### src/rtl/pll_seq_pkg.sv
package pll_seq_pkg;
    localparam int MULT_W     = 7;
    localparam int FRAC_W     = 30;
    localparam int TIME_W     = 16;
    localparam int SLOW_SHIFT = 2;
    localparam int CNT_W      = TIME_W + SLOW_SHIFT;
    localparam int MULT_MIN   = 16;
    localparam int MULT_MAX   = 42;

    typedef enum logic [1:0] {
        ST_OFF  = 2'd0,
        ST_LOCK = 2'd1,
        ST_RUN  = 2'd2,
        ST_STEP = 2'd3
    } seq_state_t;
endpackage

### src/rtl/pll_seq_clamp.sv
module pll_seq_clamp #(
    parameter int W    = 7,
    parameter int LO   = 16,
    parameter int HI   = 42
) (
    input  logic [W-1:0] raw,
    output logic [W-1:0] clamped,
    output logic         invalid
);
    localparam logic [W-1:0] LO_V = W'(LO);
    localparam logic [W-1:0] HI_V = W'(HI);

    always_comb begin
        if (raw < LO_V) begin
            clamped = LO_V;
            invalid = 1'b1;
        end else if (raw > HI_V) begin
            clamped = HI_V;
            invalid = 1'b1;
        end else begin
            clamped = raw;
            invalid = 1'b0;
        end
    end
endmodule

### src/rtl/pll_seq_timer.sv
module pll_seq_timer #(
    parameter int W = 18
) (
    input  logic         clk,
    input  logic         rst_n,
    input  logic         load,
    input  logic [W-1:0] load_val,
    output logic         done
);
    logic [W-1:0] cnt;

    always_ff @(posedge clk or negedge rst_n) begin
        if (!rst_n)           cnt <= '0;
        else if (load)        cnt <= load_val;
        else if (cnt != '0)   cnt <= cnt - 1'b1;
    end

    assign done = (cnt == '0);

    // The counter never wraps upward except by an explicit load.
    assert_timer_down_R8: assert property (@(posedge clk) disable iff (!rst_n)
        (!$past(load) && $past(cnt) != '0) |-> (cnt == $past(cnt) - 1'b1));
endmodule

### src/rtl/pll_seq.sv
module pll_seq
    import pll_seq_pkg::*;
#(
    parameter int MW = MULT_W,
    parameter int FW = FRAC_W,
    parameter int TW = TIME_W
) (
    input  logic          clk,
    input  logic          rst_n,
    input  logic          en_req,
    input  logic [MW-1:0] mult_cfg,
    input  logic [FW-1:0] num_cfg,
    input  logic [FW-1:0] den_cfg,
    input  logic [TW-1:0] lock_cycles,
    input  logic [TW-1:0] dwell_cycles,
    input  logic          slow_lock,
    output logic [MW-1:0] mult_eff,
    output logic [FW-1:0] num_eff,
    output logic [FW-1:0] den_eff,
    output logic          on_o,
    output logic          busy_o,
    output logic          ready_o,
    output logic          mult_err
);
    localparam int CW = TW + SLOW_SHIFT;
    localparam logic [MW-1:0] IDLE_MULT = MW'(MULT_MIN);
    localparam logic [MW-1:0] TOP_MULT  = MW'(MULT_MAX);

    seq_state_t    state, state_nx;
    logic [MW-1:0] target;
    logic          bad_cfg;
    logic          tmr_load, tmr_done;
    logic [CW-1:0] tmr_val, lock_limit;
    logic [MW-1:0] mult_nx;
    logic          den_take;

    pll_seq_clamp #(.W(MW), .LO(MULT_MIN), .HI(MULT_MAX)) u_clamp (
        .raw     (mult_cfg),
        .clamped (target),
        .invalid (bad_cfg)
    );

    pll_seq_timer #(.W(CW)) u_timer (
        .clk      (clk),
        .rst_n    (rst_n),
        .load     (tmr_load),
        .load_val (tmr_val),
        .done     (tmr_done)
    );

    assign lock_limit = slow_lock ? {lock_cycles, {SLOW_SHIFT{1'b0}}}
                                  : {{SLOW_SHIFT{1'b0}}, lock_cycles};

    // Next state, timer control and multiplier update.
    always_comb begin
        state_nx = state;
        tmr_load = 1'b0;
        tmr_val  = '0;
        mult_nx  = mult_eff;
        den_take = 1'b0;
        if (!en_req) begin
            state_nx = ST_OFF;
            mult_nx  = IDLE_MULT;
        end else begin
            unique case (state)
                ST_OFF: begin
                    state_nx = ST_LOCK;
                    tmr_load = 1'b1;
                    tmr_val  = lock_limit;
                    mult_nx  = target;
                    den_take = 1'b1;
                end
                ST_LOCK: begin
                    if (tmr_done) state_nx = ST_RUN;
                end
                ST_RUN: begin
                    if (target != mult_eff) begin
                        state_nx = ST_STEP;
                        tmr_load = 1'b1;
                        tmr_val  = CW'(dwell_cycles);
                        mult_nx  = (target > mult_eff) ? mult_eff + 1'b1 : mult_eff - 1'b1;
                    end
                end
                ST_STEP: begin
                    if (tmr_done) begin
                        if (target == mult_eff) begin
                            state_nx = ST_RUN;
                        end else begin
                            tmr_load = 1'b1;
                            tmr_val  = CW'(dwell_cycles);
                            mult_nx  = (target > mult_eff) ? mult_eff + 1'b1 : mult_eff - 1'b1;
                        end
                    end
                end
                default: state_nx = ST_OFF;
            endcase
        end
    end

    // State register and datapath registers.
    always_ff @(posedge clk or negedge rst_n) begin
        if (!rst_n) begin
            state    <= ST_OFF;
            mult_eff <= IDLE_MULT;
            den_eff  <= '0;
            mult_err <= 1'b0;
        end else begin
            state    <= state_nx;
            mult_eff <= mult_nx;
            if (den_take) den_eff <= den_cfg;
            if (bad_cfg)  mult_err <= 1'b1;
        end
    end

    // Status outputs decoded from the state.
    always_comb begin
        on_o    = 1'b0;
        busy_o  = 1'b0;
        ready_o = 1'b0;
        unique case (state)
            ST_OFF:  ;
            ST_LOCK: begin on_o = 1'b1; busy_o = 1'b1; end
            ST_RUN:  begin on_o = 1'b1; ready_o = 1'b1; end
            ST_STEP: begin on_o = 1'b1; busy_o = 1'b1; end
            default: ;
        endcase
    end

    assign num_eff = num_cfg;

    assert_busy_ready_excl_R8: assert property (@(posedge clk) disable iff (!rst_n)
        !(busy_o && ready_o));

    assert_shutdown_R5: assert property (@(posedge clk) disable iff (!rst_n)
        !en_req |=> (!on_o && !busy_o && !ready_o && mult_eff == IDLE_MULT));

    assert_mult_range_R11: assert property (@(posedge clk) disable iff (!rst_n)
        on_o |-> (mult_eff >= IDLE_MULT && mult_eff <= TOP_MULT));

    assert_unit_step_R11: assert property (@(posedge clk) disable iff (!rst_n)
        ($past(on_o) && on_o) |->
            (mult_eff == $past(mult_eff) || mult_eff == $past(mult_eff) + 1'b1 ||
             mult_eff == $past(mult_eff) - 1'b1));

    assert_den_hold_R7: assert property (@(posedge clk) disable iff (!rst_n)
        ($past(on_o) && on_o) |-> $stable(den_eff));

    assert_ready_after_busy_R3: assert property (@(posedge clk) disable iff (!rst_n)
        $rose(ready_o) |-> $past(busy_o));

    assert_err_set_R10: assert property (@(posedge clk) disable iff (!rst_n)
        bad_cfg |=> mult_err);

    assert_err_sticky_R10: assert property (@(posedge clk) disable iff (!rst_n)
        $past(mult_err) |-> mult_err);
endmodule

### config.mk
export PLATFORM = sky130hd
export DESIGN_NAME = pll_seq
export DESIGN_NICKNAME = d
export VERILOG_FILES = /design/src/rtl/pll_seq_pkg.sv /design/src/rtl/pll_seq_clamp.sv /design/src/rtl/pll_seq_timer.sv /design/src/rtl/pll_seq.sv
export SDC_FILE = /design/constraint.sdc
export NUM_CORES = 1
export LEC_CHECK = 0
export ABC_AREA = 0
export BUFFER_PORTS_ARGS = -buffer_cell sky130_fd_sc_hd__clkbuf_2
export CAP_MARGIN = 5
export CORE_ASPECT_RATIO = 1.4
export CORE_MARGIN = 3
export CORE_UTILIZATION = 40
export CTS_CLUSTER_DIAMETER = 50
export CTS_CLUSTER_SIZE = 14
export DETAILED_ROUTE_END_ITERATION = 10
export PLACE_DENSITY = 0.67
export REMOVE_ABC_BUFFERS = 1
export SYNTH_ARGS = -nofsm -noshare
export SYNTH_HDL_FRONTEND = slang
export SYNTH_SLANG_ARGS = --single-unit
export TNS_END_PERCENT = 20
### constraint.sdc
create_clock -name clk -period 5.6 [get_ports clk]
set_input_delay 0.84 -clock clk [delete_from_list [all_inputs] [get_ports clk]]
set_output_delay 0.84 -clock clk [all_outputs]
set_load 0.01 [all_outputs]
# Word-level counts from Yosys, hierarchy flattened
# Cells that the tools add are included.
# W data, S select, Z words.
# totals
register_bits	58
in_bits	103
# op_classes
add_sub_neg	3
order_cmp	3
n_eq_ne	11
n_mux	34
n_reduce_logical	8
# op_table
cell	count
$mux W18	4
$pmux W18 S3	1
$mux W7	7
$mux W16	3
$pmux W7 S3	1
$logic_not A18 Y1	1
$reduce_bool A18 Y1	1
$sub A18 B1 Y18 const B	1
$ne A3 B3 Y1 const B	5
$mux W1	11
$mux W2	5
$pmux W2 S4	1
$reduce_and A4 Y1	2
$add A7 B1 Y7 const B	1
$eq A7 B7 Y1	1
$gt A7 B6 Y1 const B	1
$gt A7 B7 Y1	1
$lt A7 B5 Y1 const B	1
$ne A7 B7 Y1	1
$sub A7 B1 Y7 const B	1
$eq A2 B2 Y1 const B	2
$ne A4 B1 Y1 const B	1
$pmux W1 S3	1
$reduce_or A3 Y1	1
other kinds (4)	4

# Longest topological paths before layout
# depth
depth_word	9
mapped_depth	17

# By module
# A second synthesis with hierarchy kept.
# unflattened
hier_cells	418
area_unflattened_um2	4056.4
# by_module_without_submodules
module	instances	cells_each	area_each_um2	seq_area_each_um2
pll_seq	1	273	2795.2	1002.2
pll_seq_timer	1	127	1141.1	450.4
pll_seq_clamp	1	18	120.1	0.0

# Worst setup path after synthesis
# Ideal clock, no wire load.
# synth_path
kind	input -> register
startpoint	in mult_cfg[4]
endpoint	reg mult_eff[6]
setup_ns	0.069
t_arrival_ns	4.180
t_required_ns	5.531
slack_ns	1.351
cell_stages	14
n_path_buf	0
path_cell_list	or3b_2 -> a21oi_1 -> ha_1 -> a21oi_1 -> a21boi_0 -> o31ai_1 -> inv_1 -> fa_1 -> nor2b_1 -> o31ai_1 -> a21oi_1 -> xnor2_1 -> or4_1 -> nand3_1
# synth_between
elab_chain_cells	9
elab_cells_between_ends	16
classes_between	order compare: 3; eq/ne: 4; mux: 8; reduce/logical: 1
# synth_lines
element	line	rtl
start, declared	pll_seq.sv:11	input logic [MW-1:0] mult_cfg,
$gt A7 B6 Y1	pll_seq_clamp.sv:17	end else if (raw > HI_V) begin
$mux W7	pll_seq_clamp.sv:17	
$mux W7 *	pll_seq_clamp.sv:14	if (raw < LO_V) begin
$gt A7 B7 Y1	pll_seq.sv:81, pll_seq.sv:91	
$mux W7	pll_seq.sv:81, pll_seq.sv:91	
$mux W7	pll_seq.sv:86	if (target == mult_eff) begin
$mux W7	pll_seq.sv:85	if (tmr_done) begin
$pmux W7 S3	pll_seq.sv:65	unique case (state)
$mux W7	pll_seq.sv:61	if (!en_req) begin
end signal, assigned	pll_seq.sv:109	mult_eff <= mult_nx;
end, declared	pll_seq.sv:17	output logic [MW-1:0] mult_eff,
# Mark *: on every way between the ends. The rest lies on a longest branch, timed or not. The select of a mux whose other input is x is not followed.
# A chain may end at the register's enable or synchronous reset.

# Worst setup path after layout
# Same ends and word-level chain as after synthesis.

==> metrics.txt <==
# TYPE chip_impl_metric gauge
chip_impl_metric{name="placement_rows",unit=""} 41
chip_impl_metric{name="cpPeakStageDelay",unit="ns"} 0.47
chip_impl_info{name="synthTopCellsByArea",value="sky130_fd_sc_hd__dfrtp_1 38%, sky130_fd_sc_hd__mux2_2 14%, sky130_fd_sc_hd__ha_1 6.4%"} 1
chip_impl_metric{name="cap_violations",unit=""} 0
chip_impl_metric{name="gp_congestion",unit=""} 0.897
chip_impl_metric{name="die_height",unit="um"} 120
chip_impl_metric{name="ys_ff_latch",unit=""} 58
chip_impl_metric{name="timing.final.hold_violations",unit=""} 0
chip_impl_metric{name="seq_area_frac_synth",unit="%"} 38.9
chip_impl_metric{name="synthArstFlopShare",unit="%"} 100
chip_impl_metric{name="synth_edf_count",unit=""} 0
chip_impl_info{name="hold-path-endpoint",value="mult_err$_DFFE_PN0P_"} 1
chip_impl_metric{name="fin_worst_skew",unit="ns"} 0.00822
chip_impl_metric{name="syn-mean-instance-area",unit="um^2"} 10.0
chip_impl_metric{name="postCtsResizedCells",unit=""} 0
chip_impl_metric{name="grt-ovfl-total",unit=""} 0
chip_impl_metric{name="max_freq",unit="MHz"} 255
chip_impl_metric{name="timing.max_slew.rel_slack",unit="%"} 48.2
chip_impl_info{name="timing.setup.critical_path_class",value="primary input to flip-flop"} 1
chip_impl_metric{name="initial_core_util",unit="%"} 41.2
chip_impl_info{name="worstSetupStartpointType",value="primary input"} 1
chip_impl_metric{name="placement.cell_area",unit="mm^2"} 0.00419
chip_impl_info{name="critical_path.reg2reg.endpoint",value="mult_eff[6]$_DFFE_PN0P_"} 1
chip_impl_metric{name="hold_buf_count_cts",unit=""} 0
chip_impl_metric{name="count_of_mapped_cells_out_of_synthesis",unit=""} 372
chip_impl_metric{name="antenna_cells_inserted",unit=""} 0
chip_impl_metric{name="critPathMaxFanout",unit=""} 8
chip_impl_metric{name="vias",unit=""} 3104
chip_impl_metric{name="endpoints_failing_setup",unit=""} 0
chip_impl_metric{name="cp_data_arrival_time",unit="ns"} 4.19
chip_impl_metric{name="clock-sinks",unit=""} 58
chip_impl_info{name="synth_common_cells",value="57 x sky130_fd_sc_hd__dfrtp_1, 45 x sky130_fd_sc_hd__mux2_2, 30 x sky130_fd_sc_hd__buf_4"} 1
chip_impl_info{name="ys_dominant_reg_cell",value="sky130_fd_sc_hd__dfrtp_1"} 1
chip_impl_metric{name="finalCritPeriodShare",unit="%"} 70.1
chip_impl_metric{name="die_width",unit="um"} 87.7
chip_impl_metric{name="detail_route.wirelength",unit="um"} 10200
chip_impl_info{name="hp-class",value="flip-flop to flip-flop"} 1
chip_impl_info{name="yosysMostFrequentCell",value="sky130_fd_sc_hd__dfrtp_1"} 1
chip_impl_metric{name="numCtsBuffers",unit=""} 9
chip_impl_info{name="hold_path_startpoint",value="mult_err$_DFFE_PN0P_"} 1
chip_impl_metric{name="synth.distinct_cells",unit=""} 50
chip_impl_metric{name="path_buf_inv",unit=""} 3
chip_impl_metric{name="cts.repair_timing.setup_buffer_count",unit=""} 0
chip_impl_metric{name="numPortBuffers",unit=""} 113
chip_impl_metric{name="cts-root-to-sink-buffers",unit=""} 2
chip_impl_metric{name="worst-slew-pin-transition",unit="ns"} 0.777
chip_impl_metric{name="clk_latency_worst_skew_pair",unit="ns"} 0.33
chip_impl_metric{name="worst_ep_required_time",unit="ns"} 5.86
chip_impl_metric{name="grt_pass1_vias",unit=""} 3157
chip_impl_metric{name="vdd.ir_drop.worst",unit="mV"} 0.299
chip_impl_info{name="cts_tree",value="yes"} 1
chip_impl_info{name="critical_path.top_delay_family",value="simple AND/OR/NAND/NOR gates"} 1
chip_impl_metric{name="post_synth_instance_area",unit="mm^2"} 0.00374
chip_impl_metric{name="via_per_inst",unit=""} 5.46
chip_impl_metric{name="finish.instance_area",unit="mm^2"} 0.00449
chip_impl_info{name="synth.largest_area_cell",value="sky130_fd_sc_hd__dfrtp_1"} 1
chip_impl_metric{name="ys_warn_count",unit=""} 0
chip_impl_metric{name="final_core_util",unit="%"} 49.5
chip_impl_info{name="worst_path_cell_chain",value="clkbuf_2 -> or3b_2 -> a21oi_1 -> ha_1 -> a21oi_1 -> a21boi_0 -> o31ai_1 -> buf_4 -> inv_1 -> fa_1 -> nor2b_1 -> o31ai_1 -> a21oi_1 -> xnor2_1 -> or4_1 -> nand3_1"} 1
chip_impl_metric{name="flow.area_growth_from_synthesis",unit="%"} 20.1
chip_impl_info{name="run_status",value="finished clean"} 1
chip_impl_metric{name="floorplan.io_pins",unit=""} 174
chip_impl_info{name="worst_r2r_startpoint",value="mult_eff[4]$_DFFE_PN1P_"} 1
chip_impl_info{name="timing.critical_path.mode_cell",value="sky130_fd_sc_hd__a21oi_1"} 1
chip_impl_metric{name="reg2reg_setup_slack",unit="ns"} 2.23
chip_impl_metric{name="globalRouteTotalUtil",unit="%"} 19.6
chip_impl_metric{name="final.setup.tns",unit="ns"} 0
chip_impl_info{name="worstSetupEndpointType",value="flip-flop"} 1
chip_impl_metric{name="post-dp-hpwl",unit="um"} 7840
chip_impl_metric{name="die_area",unit="mm^2"} 0.0106
chip_impl_metric{name="period_needed",unit="ns"} 3.92
chip_impl_metric{name="reg2reg_depth",unit=""} 14
chip_impl_metric{name="nets",unit=""} 580
chip_impl_metric{name="hold_path_depth",unit=""} 1
chip_impl_metric{name="pin_count_of_the_biggest_net_entering_global_routing",unit=""} 59
chip_impl_metric{name="yosys.area.top_type_share",unit="%"} 38.2
chip_impl_metric{name="grt_pass1_wl",unit="um"} 15700
chip_impl_metric{name="drt-pass1-iter-count",unit=""} 4
chip_impl_metric{name="path_clk_slew",unit="ns"} 0.05
chip_impl_metric{name="grt_antenna_before_repair",unit=""} 0
chip_impl_info{name="rsz0062_at_grt",value="false"} 1
chip_impl_metric{name="drive_above_1_share",unit="%"} 40.0
chip_impl_info{name="clock_tree.root_cell",value="sky130_fd_sc_hd__clkbuf_16"} 1
chip_impl_metric{name="power.density_cell_area",unit="mW/mm^2"} 581
chip_impl_metric{name="slew_viol_final",unit=""} 0
chip_impl_metric{name="detailedRoute.firstIterationViolations",unit=""} 143
chip_impl_metric{name="drc",unit=""} 0
chip_impl_metric{name="antenna_left",unit=""} 0
chip_impl_metric{name="cts_htree_levels",unit=""} 3
chip_impl_metric{name="floorplan.core_area",unit="mm^2"} 0.00908
chip_impl_metric{name="post_drt_wl_per_cell",unit="um"} 17.9
chip_impl_info{name="cpMaxStageDelayCell",value="sky130_fd_sc_hd__or3b_2"} 1
chip_impl_metric{name="cellLeakagePower",unit="nW"} 2.09
power by group:
group | internal (W) | switching, W
registers | 0.000626 | 0.000166
logic | 0.000585 | 0.000683
clock network | 0.000347 | 0.000203
total | 0.00156 | 0.00105
sequential cells by signal, summed over array words and instances, names as in the netlist:
register / count
den_eff: 30
u_timer.cnt: 18
state: 2
mult_eff: 7
mult_err: 1
worst max path at each step:
| stage | start | end | slack (ns) | depth (start not counted) |
|---|---|---|---|---|
| 2_1_floorplan | mult_cfg[4] | mult_eff[6]$_DFFE_PN0P_ | 1.35 | 14 |
| 3_3_place_gp | mult_cfg[4] | mult_eff[6]$_DFFE_PN0P_ | 1.42 | 16 |
| 3_5_place_dp | mult_cfg[4] | mult_eff[6]$_DFFE_PN0P_ | 1.34 | 16 |
| 4_1_cts | mult_cfg[4] | mult_eff[6]$_DFFE_PN0P_ | 1.69 | 16 |
| 5_1_grt | mult_cfg[4] | mult_eff[6]$_DFFE_PN0P_ | 1.43 | 16 |
| 6_report | mult_cfg[4] | mult_eff[6]$_DFFE_PN0P_ | 1.68 | 16 |
cells in the final DEF (no fill, tap or decap), drive strengths merged, types with 12 or more instances in the layout:
| master | instances |
|---|---|
| a21oi | 13 |
| clkbuf | 122 |
| mux2 | 45 |
| o21ai | 12 |
| dfrtp | 57 |
| ha | 19 |
| o22ai | 12 |
| a22oi | 14 |
| nand2 | 24 |
| inv | 19 |
| nor2 | 17 |
| xnor2 | 13 |
through the flow:
stage | setup slack [ns] | std cells | hold WS, ns | total power (W)
finish | 1.68 | 569 | 0.487 | 0.00261
global route | 1.43 | 569 | 0.503 | 0.00282
CTS | 1.69 | 569 | 0.488 | 0.00264
detailed placement | 1.34 | 553 | 0.471 | 0.00207
global placement | 1.42 | 553 | 0.472 | 0.00203
floorplan | 1.35 | 330 | 0.504 | 0.00163
metal layers:
layer / vias up / track usage (%) / share of wire (%)
li1: 1481 / - / -
met1: 1480 / 23.8 / 41
met2: 132 / 31.0 / 49
met3: 11 / 7.91 / 8.2
met4: 0 / 6.81 / 1.6
met5: - / 2.67 / 0
logic make-up after synthesis:
group	share of synthesized area, %
other	0.100
multiplexers	14.6
flip-flops	38.9
adder cells (fa/ha/maj)	6.89
AO/OA/AOI/OAI	13.2
XOR/XNOR	4.22
AND/OR/NAND/NOR	13.1
buffers and inverters	9.00
worst reg2reg max path, stage by stage, from the launching register on:
cell and delay, ns:
sky130_fd_sc_hd__dfstp_2 0.56, sky130_fd_sc_hd__inv_1 0.05, sky130_fd_sc_hd__ha_1 0.29, sky130_fd_sc_hd__and4_1 0.23, sky130_fd_sc_hd__a21boi_0 0.14, sky130_fd_sc_hd__o31ai_1 0.23, sky130_fd_sc_hd__buf_4 0.20, sky130_fd_sc_hd__inv_1 0.06
sky130_fd_sc_hd__fa_1 0.38, sky130_fd_sc_hd__nor2b_1 0.21, sky130_fd_sc_hd__o31ai_1 0.11, sky130_fd_sc_hd__a21oi_1 0.16, sky130_fd_sc_hd__xnor2_1 0.09, sky130_fd_sc_hd__or4_1 0.46, sky130_fd_sc_hd__nand3_1 0.10
final cells by class:
cell class                      count  area, um^2
Fill cell                         833        4590
Multi-Input combinational cell    255        1950
Sequential cell                    58        1450
Timing Repair Buffer              116         588
Clock buffer                        9         225
Tap cell                          107         134
Clock inverter                      7        77.6
Inverter                           17        63.8
Note: power is estimated with default switching activity, not from simulation.
